==> config.mk <==
export PLATFORM = sky130hd
export DESIGN_NAME = i2c_irq_hub
export DESIGN_NICKNAME = d
export VERILOG_FILES = /design/src/rtl/irq_hub_pkg.sv /design/src/rtl/irq_hub_status.sv /design/src/rtl/irq_hub_decode.sv /design/src/rtl/irq_hub_ctrl.sv /design/src/rtl/i2c_irq_hub.sv
export SDC_FILE = /design/constraint.sdc
export NUM_CORES = 1
export LEC_CHECK = 0
export BUFFER_PORTS_ARGS = -buffer_cell sky130_fd_sc_hd__buf_2
export CAP_MARGIN = 20
export CORE_ASPECT_RATIO = 0.8
export CORE_MARGIN = 4
export CORE_UTILIZATION = 46
export CTS_CLUSTER_DIAMETER = 30
export DETAILED_ROUTE_END_ITERATION = 10
export PLACE_DENSITY = 0.81
export SKIP_LAST_GASP = 1
export SYNTH_ARGS = -nofsm -noshare
export SYNTH_HDL_FRONTEND = slang
export SYNTH_SLANG_ARGS = --single-unit
==> constraint.sdc <==
create_clock -name clk -period 1.7 [get_ports clk]
set_clock_uncertainty 0.1 [all_clocks]
set_input_delay 0.17 -clock clk [delete_from_list [all_inputs] [get_ports clk]]
set_output_delay 0.17 -clock clk [all_outputs]
set_load 0.01 [all_outputs]
==> src/rtl/irq_hub_pkg.sv <==
package irq_hub_pkg;
  localparam int          HUB_SRC    = 8;
  localparam int          HUB_DATA_W = 32;
  localparam int          HUB_ADDR_W = 2;
  localparam int          HUB_GATE_BIT = 31;
  localparam logic [31:0] HUB_RST_KEY  = 32'h0000_000A;

  typedef enum logic [1:0] {
    SEL_STAT = 2'd0,
    SEL_MASK = 2'd1,
    SEL_GATE = 2'd2,
    SEL_KEY  = 2'd3
  } reg_sel_e;

  // Sticky bit update: an incoming event dominates a clear request.
  function automatic logic sticky_next(input logic cur, input logic set, input logic clr);
    return (cur & ~clr) | set;
  endfunction

  // A source is pending when latched and unmasked; the gate qualifies all.
  function automatic logic line_active(input logic gate, input logic any_pend);
    return gate & any_pend;
  endfunction
endpackage

==> src/rtl/irq_hub_status.sv <==
module irq_hub_status
  import irq_hub_pkg::*;
#(
  parameter int N_SRC = HUB_SRC
) (
  input  logic             clk,
  input  logic             rst_n,
  input  logic             wipe,
  input  logic [N_SRC-1:0] evt_in,
  input  logic             clr_we,
  input  logic [N_SRC-1:0] clr_mask,
  output logic [N_SRC-1:0] stat_q
);
  for (genvar i = 0; i < N_SRC; i++) begin : g_bit
    always_ff @(posedge clk or negedge rst_n) begin
      if (!rst_n)    stat_q[i] <= 1'b0;
      else if (wipe) stat_q[i] <= 1'b0;
      else           stat_q[i] <= sticky_next(stat_q[i], evt_in[i], clr_we & clr_mask[i]);
    end
  end

  // a pulse latches its bit at the next edge
  assert_evt_latched_R2: assert property (@(posedge clk) disable iff (!rst_n)
    (evt_in != '0 && !wipe) |=> ((stat_q & $past(evt_in)) == $past(evt_in)));

  // a clearing write with no events leaves exactly the unmasked bits
  assert_clear_mask_R3: assert property (@(posedge clk) disable iff (!rst_n)
    (clr_we && evt_in == '0 && !wipe) |=> (stat_q == ($past(stat_q) & ~$past(clr_mask))));

  // event wins against a simultaneous clear
  assert_set_beats_clear_R4: assert property (@(posedge clk) disable iff (!rst_n)
    (clr_we && (evt_in & clr_mask) != '0 && !wipe)
      |=> ((stat_q & $past(evt_in & clr_mask)) == $past(evt_in & clr_mask)));
endmodule

==> src/rtl/irq_hub_decode.sv <==
module irq_hub_decode
  import irq_hub_pkg::*;
#(
  parameter int N_SRC  = HUB_SRC,
  parameter int DATA_W = HUB_DATA_W,
  parameter int ADDR_W = HUB_ADDR_W
) (
  input  logic              reg_we,
  input  logic [ADDR_W-1:0] reg_addr,
  input  logic [DATA_W-1:0] reg_wdata,
  input  logic [N_SRC-1:0]  stat_q,
  input  logic [N_SRC-1:0]  mask_q,
  input  logic              gate_q,
  output logic              stat_we,
  output logic              mask_we,
  output logic              gate_we,
  output logic              key_match,
  output logic [DATA_W-1:0] reg_rdata
);
  localparam int PAD_W = DATA_W - N_SRC;

  reg_sel_e sel;
  assign sel = reg_sel_e'(reg_addr[1:0]);

  assign stat_we   = reg_we && sel == SEL_STAT;
  assign mask_we   = reg_we && sel == SEL_MASK;
  assign gate_we   = reg_we && sel == SEL_GATE;
  assign key_match = reg_we && sel == SEL_KEY && reg_wdata == DATA_W'(HUB_RST_KEY);

  always_comb begin
    reg_rdata = '0;
    case (sel)
      SEL_STAT: reg_rdata = {{PAD_W{1'b0}}, stat_q};
      SEL_MASK: reg_rdata = {{PAD_W{1'b0}}, mask_q};
      SEL_GATE: reg_rdata[HUB_GATE_BIT] = gate_q;
      default:  reg_rdata = '0;
    endcase
  end
endmodule

==> src/rtl/irq_hub_ctrl.sv <==
module irq_hub_ctrl
  import irq_hub_pkg::*;
#(
  parameter int N_SRC  = HUB_SRC,
  parameter int DATA_W = HUB_DATA_W
) (
  input  logic              clk,
  input  logic              rst_n,
  input  logic              mask_we,
  input  logic              gate_we,
  input  logic              key_match,
  input  logic [DATA_W-1:0] wdata,
  output logic [N_SRC-1:0]  mask_q,
  output logic              gate_q,
  output logic              soft_rst_q
);
  always_ff @(posedge clk or negedge rst_n) begin
    if (!rst_n) begin
      mask_q     <= '0;
      gate_q     <= 1'b0;
      soft_rst_q <= 1'b0;
    end else begin
      soft_rst_q <= key_match;
      if (key_match) begin
        mask_q <= '0;
        gate_q <= 1'b0;
      end else begin
        if (mask_we) mask_q <= wdata[N_SRC-1:0];
        if (gate_we) gate_q <= wdata[HUB_GATE_BIT];
      end
    end
  end

  // the reset pulse lasts one cycle
  assert_pulse_single_R9: assert property (@(posedge clk) disable iff (!rst_n)
    soft_rst_q |=> !soft_rst_q);

  // control registers are empty while the pulse is out
  assert_ctrl_wiped_R9: assert property (@(posedge clk) disable iff (!rst_n)
    soft_rst_q |-> (mask_q == '0 && !gate_q));
endmodule

==> src/rtl/i2c_irq_hub.sv <==
module i2c_irq_hub
  import irq_hub_pkg::*;
#(
  parameter int N_SRC  = HUB_SRC,
  parameter int DATA_W = HUB_DATA_W,
  parameter int ADDR_W = HUB_ADDR_W
) (
  input  logic              clk,
  input  logic              rst_n,
  input  logic [N_SRC-1:0]  evt_pulse,
  input  logic              reg_we,
  input  logic [ADDR_W-1:0] reg_addr,
  input  logic [DATA_W-1:0] reg_wdata,
  output logic [DATA_W-1:0] reg_rdata,
  output logic              irq,
  output logic              soft_rst_o
);
  logic [N_SRC-1:0] stat_q, mask_q, pend_vec;
  logic             gate_q, stat_we, mask_we, gate_we, key_match;

  irq_hub_decode #(.N_SRC(N_SRC), .DATA_W(DATA_W), .ADDR_W(ADDR_W)) u_dec (
    .reg_we(reg_we), .reg_addr(reg_addr), .reg_wdata(reg_wdata),
    .stat_q(stat_q), .mask_q(mask_q), .gate_q(gate_q),
    .stat_we(stat_we), .mask_we(mask_we), .gate_we(gate_we),
    .key_match(key_match), .reg_rdata(reg_rdata));

  irq_hub_status #(.N_SRC(N_SRC)) u_stat (
    .clk(clk), .rst_n(rst_n), .wipe(key_match), .evt_in(evt_pulse),
    .clr_we(stat_we), .clr_mask(reg_wdata[N_SRC-1:0]), .stat_q(stat_q));

  irq_hub_ctrl #(.N_SRC(N_SRC), .DATA_W(DATA_W)) u_ctrl (
    .clk(clk), .rst_n(rst_n), .mask_we(mask_we), .gate_we(gate_we),
    .key_match(key_match), .wdata(reg_wdata),
    .mask_q(mask_q), .gate_q(gate_q), .soft_rst_q(soft_rst_o));

  assign pend_vec = stat_q & mask_q;
  assign irq      = line_active(gate_q, |pend_vec);

  // a wrong key never produces the reset pulse
  assert_bad_key_ignored_R10: assert property (@(posedge clk) disable iff (!rst_n)
    (reg_we && reg_addr == ADDR_W'(SEL_KEY) && reg_wdata != DATA_W'(HUB_RST_KEY)) |=> !soft_rst_o);

  // status is empty while the pulse is out
  assert_stat_wiped_R9: assert property (@(posedge clk) disable iff (!rst_n)
    soft_rst_o |-> (stat_q == '0 && !irq));
endmodule

==> results.txt, run 1 <==
The run finished with clean final reports. Across the whole layout, storage elements account for 450.4 sq um. The global-route wire length before repair came out at 5.747 mm. The largest fanout of any net on the critical path was 3; the part of the cycle the worst path needs was 92.29%. The routability congestion estimate was 0.7909. In this run the clock root is driven by a sky130_fd_sc_hd__clkbuf_4. The average wire per cell in the routed design is 16.10 um. The floorplan die area was 3711 sq um.

The tools report the count of filler cells inserted in the layout as 243. After the first detailed-routing iteration, the DRC count stood at 75. The run gives 4 as the number of optimization iterations in the first detailed-route pass. The area of the mapped netlist came out at 1286 sq um.

The run gives 0 as the post-CTS setup-driven buffer insertion count. Combined area of the multi-input logic cells: 690.7 sq um. After floorplanning, the core was sized to cover 2562 sq um. The post-CTS clock slew at the launch and capture registers of the worst setup and hold paths is 0.09 ns.

The tools report the residual DRC count as 0. Data on the critical path arrives at its endpoint at 1.30 ns. The largest net degree at the start of global routing was 21. The die is 67.12 um wide.

The tools report the residual overflow from global routing as 0. The cell area power density is 646.8 nW/um^2. In this run the static leakage power is 0.7914 nW. The final net count is 233.

The tools report the number of antenna violations at the first check in global routing as 0. The average cell area after synthesis was 9.671 sq um. The aggregate global-route resource usage was 19.61%. The quantity of I/O buffers inserted on ports is 55, and the post-layout total power is 0.9979 mW. During synthesis, Yosys emitted a total of 0 warnings. The number of buffers on the longest clock path was 2; the height of the chip was 55.30 um. The aggregate negative setup slack is 0 ns, and the number of buffers added by the clock tree synthesis step is 3. The start-to-end type of the worst setup path was reg2out. The signal on the critical path passes through a22oi_1 -> a41oi_1 -> buf_2. The count of distinct cell types in the synthesized netlist is 30. The final count of hold timing violations was 0; the per-cell via count in the routed design was 5.568. The HPWL after detailed placement is 2.853 mm. The highest achievable clock rate came out at 637.3 MHz. The number of max-capacitance violations reported is 0, and the highest cell delay on the worst timing path is 0.41 ns. The tools report the required time at the endpoint of the critical path as 1.43 ns. The count of nets left with antenna violations once routing finished came out at 0.

The library cell contributing the largest single delay on the critical path was sky130_fd_sc_hd__dfrtp_1. At the pin with the least slew margin, the transition time is 0.5708 ns. The tools report the number of diodes added for antenna fixing as 0.

Clock latency on the worst-skew pair: 0.28 ns. The area growth from synthesis to layout is 19.94%. The tools report the row count as 16. STA classifies the critical path startpoint as a flop. The run gives 1205 as the number of global-route vias before repair. The H-tree depth reported by CTS is 1, and the max-slew violation count is 0. Summing over every cut layer, the via total after detailed routing is 1236.

Setup repair after global routing left no endpoint under its margin. Wire segments on met3 add up to 315 um in the final route. Length of routed met2 wiring: 1.815 mm. The path class of the tightest hold or removal check is in2reg.

Counting cells, the worst reg-to-reg path comes to 2. The routed design could run at a clock period as short as 1.569 ns. The number of synthesized register bits was 18. STA classifies the critical path endpoint as an output pin. The number of sinks handled by clock tree synthesis is 18. The detailed-route wire length came out at 3.574 mm.

TritonCTS built the clock tree. Cells with a size suffix above 1 make up 36.02% of the layout. The worst ir drop on vdd is 0.4738 mV, and the sequential cell area fraction in the yosys report is 35.02%. In the final routing, the length of wire on met1 measures 1.376 mm. Setup violations remaining at the end of the flow were counted as 0.

In this run, post-CTS repair resized a total of 0 instances. The worst slew slack as a fraction of its limit was 61.83%; the number of cells produced by synthesis was 133. The worst hold path passes through 3 cells. Once the floorplan was initialized, standard cells occupied 50.20% of the core. The run gives 79 as the I/O pin total. Topmost layer with routed signal wires: met4.
[what timing repair did]
| action | 4_1_cts | 5_1_grt |
|---|---|---|
| hold endpoints to repair | 18 | 0 |
| setup endpoints to repair | 0 | 0 |
| hold buffers | 1 | 0 |
[sequential cells by signal (all words and copies together), names as in the netlist]
register	count
u_stat.stat_q	8
u_ctrl.soft_rst_q	1
u_ctrl.mask_q	8
u_ctrl.gate_q	1
[where the power goes]
part / switching, mW / internal [mW]
logic: 0.154 / 0.129
registers: 0.0390 / 0.474
clock network: 0.119 / 0.0823
total: 0.312 / 0.686
[worst paths after layout]
check	start	to	slack, ns
max reg2reg	u_ctrl.mask_q[1]	u_ctrl.mask_q[1]	0.83
min in group asynchronous	rst_n	u_stat.stat_q[6]	0.24
max	u_stat.stat_q[5]	irq	0.13
min	evt_pulse[0]	u_stat.stat_q[0]	0.06
max in group asynchronous	rst_n	u_ctrl.mask_q[5]	0.98
min reg2reg	u_ctrl.gate_q	u_ctrl.gate_q	0.50
[area by class of cell]
class | instances | area share [%]
multi-input cells | 102 | 44.77
flip-flops and latches | 18 | 29.20
repair buffers | 62 | 21.41
well taps | 36 | 2.920
clock buffers | 3 | 1.460
inverters | 1 | 0.2433
[synthesized netlist by cell type, drive strengths merged]
cell / number / area [sq um]
o21ai: 1 / 5.000
a31oi: 16 / 100.1
nor3: 1 / 5.000
a21oi: 8 / 40.04
and3: 2 / 13.77
nor3b: 1 / 7.510
nor2: 8 / 30.03
nor4b: 1 / 8.760
nor4bb: 1 / 10.01
mux2i: 16 / 160.2
a32oi: 1 / 8.760
clkbuf: 7 / 26.28
or4bb: 8 / 90.09
nand3b: 1 / 7.510
dfrtp: 18 / 450.4
or4: 1 / 11.26
inv: 1 / 3.750
a41oi: 1 / 8.760
nor4: 5 / 46.29
buf: 27 / 197.7
a22oi: 4 / 30.03
nand2: 1 / 3.750
nand4b: 1 / 8.760
and4: 1 / 8.760
conb: 1 / 3.750
[placed cells by master, fill, tap and decap left out]
cell | netlist | final
sky130_fd_sc_hd__nand3b_1 | 1 | 1
sky130_fd_sc_hd__dlygate4sd3_1 | 0 | 1
sky130_fd_sc_hd__a21oi_1 | 8 | 8
sky130_fd_sc_hd__nor3_1 | 1 | 1
sky130_fd_sc_hd__and3_2 | 1 | 1
sky130_fd_sc_hd__inv_1 | 1 | 1
sky130_fd_sc_hd__buf_4 | 23 | 6
sky130_fd_sc_hd__o21ai_0 | 1 | 1
sky130_fd_sc_hd__nand4b_1 | 1 | 1
sky130_fd_sc_hd__nand2_1 | 1 | 1
sky130_fd_sc_hd__nor2_1 | 8 | 8
sky130_fd_sc_hd__a31oi_1 | 16 | 16
sky130_fd_sc_hd__a22oi_1 | 4 | 4
sky130_fd_sc_hd__nor4bb_1 | 1 | 1
sky130_fd_sc_hd__nor4b_1 | 1 | 1
sky130_fd_sc_hd__and4_1 | 1 | 1
sky130_fd_sc_hd__conb_1 | 1 | 23
sky130_fd_sc_hd__mux2i_1 | 16 | 16
sky130_fd_sc_hd__nor4_1 | 4 | 4
sky130_fd_sc_hd__buf_2 | 2 | 55
sky130_fd_sc_hd__or4_4 | 1 | 1
sky130_fd_sc_hd__a41oi_1 | 1 | 1
sky130_fd_sc_hd__nor4_4 | 1 | 1
sky130_fd_sc_hd__or4bb_1 | 8 | 8
sky130_fd_sc_hd__and3_1 | 1 | 1
sky130_fd_sc_hd__nor3b_1 | 1 | 1
sky130_fd_sc_hd__dfrtp_1 | 18 | 18
sky130_fd_sc_hd__clkbuf_4 | 0 | 3
sky130_fd_sc_hd__a32oi_1 | 1 | 1
[worst max-delay path: cells and delay by family (launching register included)]
kind,cells,cell delay [ns]
AO/OA/AOI/OAI,2,0.44
flip-flops,1,0.41
buffers and inverters,1,0.17
[cell families after synthesis]
| group | Yosys count | share of synthesized area [%] |
|---|---|---|
| buffers and inverters | 35 | 17.70 |
| and+or+nand+nor | 32 | 19.55 |
| AOI/OAI and AO/OA | 31 | 14.98 |
| DFF | 18 | 35.02 |
| muxes | 16 | 12.45 |
| other | 1 | 0.2915 |
[per-stage QoR]
stage	worst slack [ns]	cells	cell area, sq um	hold WS, ns	util, %
CTS	0.1217	222	1543	0.05872	60.21
floorplan	0.1114	155	1369	-0.2256	-
global route	0.06323	222	1543	0.07077	60.21
finish	0.1310	222	1543	0.06057	60.21
global placement	0.09217	218	1510	0.007904	58.94
detailed placement	0.02787	218	1510	0.02180	58.94
[layer usage]
layer	vias to the layer above	track usage (%)
met5	-	0
met4	0	4.335
met3	8	5.477
met2	62	34.17
met1	600	23.59
li1	566	-
(Power assumes the default switching activity.)
==> run 2, diff against run 1 <==
--- a/config.mk
+++ b/config.mk
@@ -13,7 +13,7 @@
 export CTS_CLUSTER_DIAMETER = 30
 export DETAILED_ROUTE_END_ITERATION = 10
 export PLACE_DENSITY = 0.81
-export SKIP_LAST_GASP = 1
+export REMOVE_ABC_BUFFERS = 1
 export SYNTH_ARGS = -nofsm -noshare
 export SYNTH_HDL_FRONTEND = slang
 export SYNTH_SLANG_ARGS = --single-unit
==> constraint.sdc (replaced) <==
create_clock -name clk -period 1.9 [get_ports clk]
set_clock_uncertainty 0.1 [all_clocks]
set_input_delay 0.19 -clock clk [delete_from_list [all_inputs] [get_ports clk]]
set_output_delay 0.19 -clock clk [all_outputs]
set_load 0.01 [all_outputs]
==> run 2 against run 1 <==
- setup slack better by 0.20 ns
- critical endpoint unchanged
- die area unchanged
- clock power up 20%
- critical path depth unchanged
- largest power group unchanged
- highest routed layer unchanged
- hold slack worse by 0.00093 ns
- core utilization up 0.54 points
- sequential share of layout area down 0.26 points
- clock-buffer cell count up 1
==> results.txt, run 2 (same netlist as run 1, synthesis figures left out) <==
Kind of start point of the critical path: a flop (unchanged). The cell area power density works out to 610.6 nW/um^2 (was 646.8 nW/um^2). For the clock latency on the worst-skew pair, the log shows 0.30 ns (was 0.28 ns). Clock root buffer master: sky130_fd_sc_hd__clkbuf_4 (unchanged). The run gives 34 (was 75) as the number of DRC violations after detailed-routing iteration 0. The post-CTS clock slew at the launch and capture registers of the worst setup and hold paths is 0.11 ns (was 0.09 ns), and the width of the chip is 67.12 um (unchanged). The residual overflow from global routing is 0 (unchanged), and the fraction of power consumed by combinational cells is 26.4% (was 28.4%).

The area of the core region is 2562 sq um (unchanged). Topmost layer with routed signal wires: met4 (unchanged). The run finished with clean final reports. The run gives 0.05964 ns (was 0.06057 ns) as the worst-case hold slack.

The tools report the arrival time at the worst endpoint as 1.28 ns (was 1.30 ns). The number of max-capacitance violations reported came out at 0 (unchanged). The I/O pin total is 79 (unchanged), and the post-layout instance area is 1556 sq um (was 1543 sq um). The aggregate global-route resource usage came out at 17.69% (was 19.61%). The aggregate negative setup slack was 0 ns (unchanged). The number of buffers on the longest clock path came out at 2 (unchanged). The via count of the routed design is 1213 (was 1236), and the net load switching power is 0.2923 mW (was 0.3119 mW). The tools report the required time at the endpoint of the critical path as 1.61 ns (was 1.43 ns). Routed metal-1 wire length: 1.326 mm (was 1.376 mm).

The start-to-end type of the worst setup path is reg2out (unchanged). Commonest non-fill, non-tap cells in the layout: 55 x sky130_fd_sc_hd__buf_2, 23 x sky130_fd_sc_hd__conb_1, 18 x sky130_fd_sc_hd__dfrtp_1 (unchanged). The number of optimization iterations in the first detailed-route pass is 4 (unchanged). Cells along the critical path: a22oi_1 -> a41oi_1 -> buf_2 (unchanged).

The fraction of final layout cells sized beyond drive strength 1 was 36.36% (was 36.02%); the largest fanout of any net on the critical path was 3 (unchanged). The height of the chip works out to 55.30 um (unchanged). The library cell contributing the largest single delay on the critical path is sky130_fd_sc_hd__dfrtp_1 (unchanged).

The switching part of the total is 30.76% (was 31.26%), and the row count is 16 (unchanged). The logs give 62.98% (was 61.83%) for the worst slew slack as a fraction of its limit and 0 (unchanged) for the residual DRC count. For the count of antenna-violating nets left after detailed routing, the log shows 0 (unchanged). The logs give 21 (unchanged) for the largest net degree at the start of global routing and 415 um (was 315 um) for the sum of met3 wire segment lengths after detailed routing. The run gives 0 (unchanged) as the setup-violating endpoint count in the final report. For the number of sinks handled by clock tree synthesis, the log shows 18 (unchanged). The layout overhead on the synthesized area was 21.01% (was 19.94%). The number of buffer and inverter instances along the worst setup path works out to 1 (unchanged). The type of the worst min-delay path was in2reg (unchanged). For the power share of the sequential group, the log shows 48.1% (was 51.5%). The final net count is 233 (unchanged). Max-slew violation count: 0 (unchanged).

The post-layout total power is 0.9504 mW (was 0.9979 mW), and the length of routed met2 wiring is 1.604 mm (was 1.815 mm). The cell family contributing the most delay on the critical path is flip-flops (was compound AO/OA/AOI/OAI gates). Derived from the worst setup path, the maximum achievable clock frequency is 638.4 MHz. The run gives 2.551 mm (was 2.853 mm) as the half-perimeter wire length after detailed placement. The detailed-route wire length was 3.373 mm (was 3.574 mm); the final count of hold timing violations was 0 (unchanged). Of the available clock period, the critical path in the final layout requires 82.45%. The pin slew with the least headroom to its limit is 0.5536 ns (was 0.5708 ns).

The run gives 3711 sq um (unchanged) as the floorplan die area. The run gives 0.7979 nW (was 0.7914 nW) as the total leakage power. The number of buffers added by the clock tree synthesis step is 3 (unchanged).

The leading cell type in the layout, fill and taps excluded was sky130_fd_sc_hd__buf_2 (unchanged). For the instance area at placement, the log shows 1510 sq um (unchanged). The per-cell via count in the routed design was 5.439 (was 5.568).

The tools report the clock share of power as 25.4% (was 20.1%). The tools report the number of resized instances in the post-cts repair step as 0 (unchanged). The number of diodes added for antenna fixing is 0 (unchanged), and the worst ir drop on vdd is 0.3134 mV (was 0.4738 mV). The tools report the routability congestion estimate as 0.8194 (was 0.7909). Internal power: 0.6581 mW (was 0.6860 mW). For the number of global-route vias before repair, the log shows 1217 (was 1205).

TritonCTS built the clock tree. The number of antenna violations at the first check in global routing was 0 (unchanged); the quantity of I/O buffers inserted on ports was 55 (unchanged). The highest cell delay on the worst timing path works out to 0.42 ns (was 0.41 ns). Average wire per cell in the routed design: 15.13 um (was 16.10 um). The starting density of the core was 50.20% (unchanged). The tools report the global-route wire length before repair as 5.250 mm (was 5.747 mm). Setup repair after global routing left no endpoint under its margin.

H-tree depth reported by CTS: 1 (unchanged). The tools report the kind of end point of the critical path as an output pin (unchanged). For the finished layout, the period the worst path requires is 1.567 ns. Leading registers by flop count: u_ctrl.mask_q: 8 flops, u_stat.stat_q: 8 flops (unchanged).
[run 2: changes by cell type in the layout (fill, tap and decap cells not counted), sizes merged]
| cell | before | now |
|---|---|---|
| clkbuf | 3 | 4 |
[run 2: worst reg2reg max path: stages, from the launching register on]
cell	delay, ns
sky130_fd_sc_hd__dfrtp_1	0.42
sky130_fd_sc_hd__mux2i_1	0.16
sky130_fd_sc_hd__a31oi_1	0.07
[run 2: area by class of cell]
type	count	area, sq um
timing repair buffer	62	330.3
multi-input combinational	102	690.7
tap	36	45.04
inverter	1	3.754
sequential	18	450.4
clock buffer	4	36.28
fill	248	1006
[run 2: power by group through the flow]
stage / combinational [mW] / sequential [mW] / clock, mW
2_1_floorplan: 0.135 / 0.455 / 0
3_3_place_gp: 0.241 / 0.461 / 0
3_5_place_dp: 0.249 / 0.465 / 0
4_1_cts: 0.251 / 0.457 / 0.247
5_1_grt: 0.276 / 0.464 / 0.260
6_report: 0.251 / 0.457 / 0.242
[run 2: path summary, 6_finish.rpt]
kind | startpoint | to | slack (ns) | cells after the start
worst max-delay path | u_stat.stat_q[5] | irq | 0.33 | 3
worst min-delay path | evt_pulse[2] | u_stat.stat_q[2] | 0.06 | 3
worst max register to register | u_ctrl.mask_q[2] | u_ctrl.mask_q[2] | 1.05 | 2
worst min register to register | u_ctrl.gate_q | u_ctrl.gate_q | 0.47 | 2
max in group asynchronous | rst_n | u_stat.stat_q[1] | 1.16 | 2
min in group asynchronous | rst_n | u_stat.stat_q[3] | 0.24 | 2
[run 2: timing repair]
action                    in CTS  in global routing
setup buffers                  0                  0
hold endpoints to repair      18                  0
hold buffers                   1                  0
[run 2: layer usage]
layer,vias to the layer above,GRT usage [%]
met5,-,0
met4,0,5.780
met3,4,4.260
met2,83,29.69
met1,562,21.91
li1,564,-
[run 2: stage by stage]
step / std cells / util [%] / setup slack [ns]
after floorplan: 121 / - / 0.1586
after global placement: 218 / 58.94 / 0.2677
after detailed placement: 218 / 58.94 / 0.2346
after CTS: 223 / 60.74 / 0.3445
after global routing: 223 / 60.74 / 0.2744
final: 223 / 60.74 / 0.3335
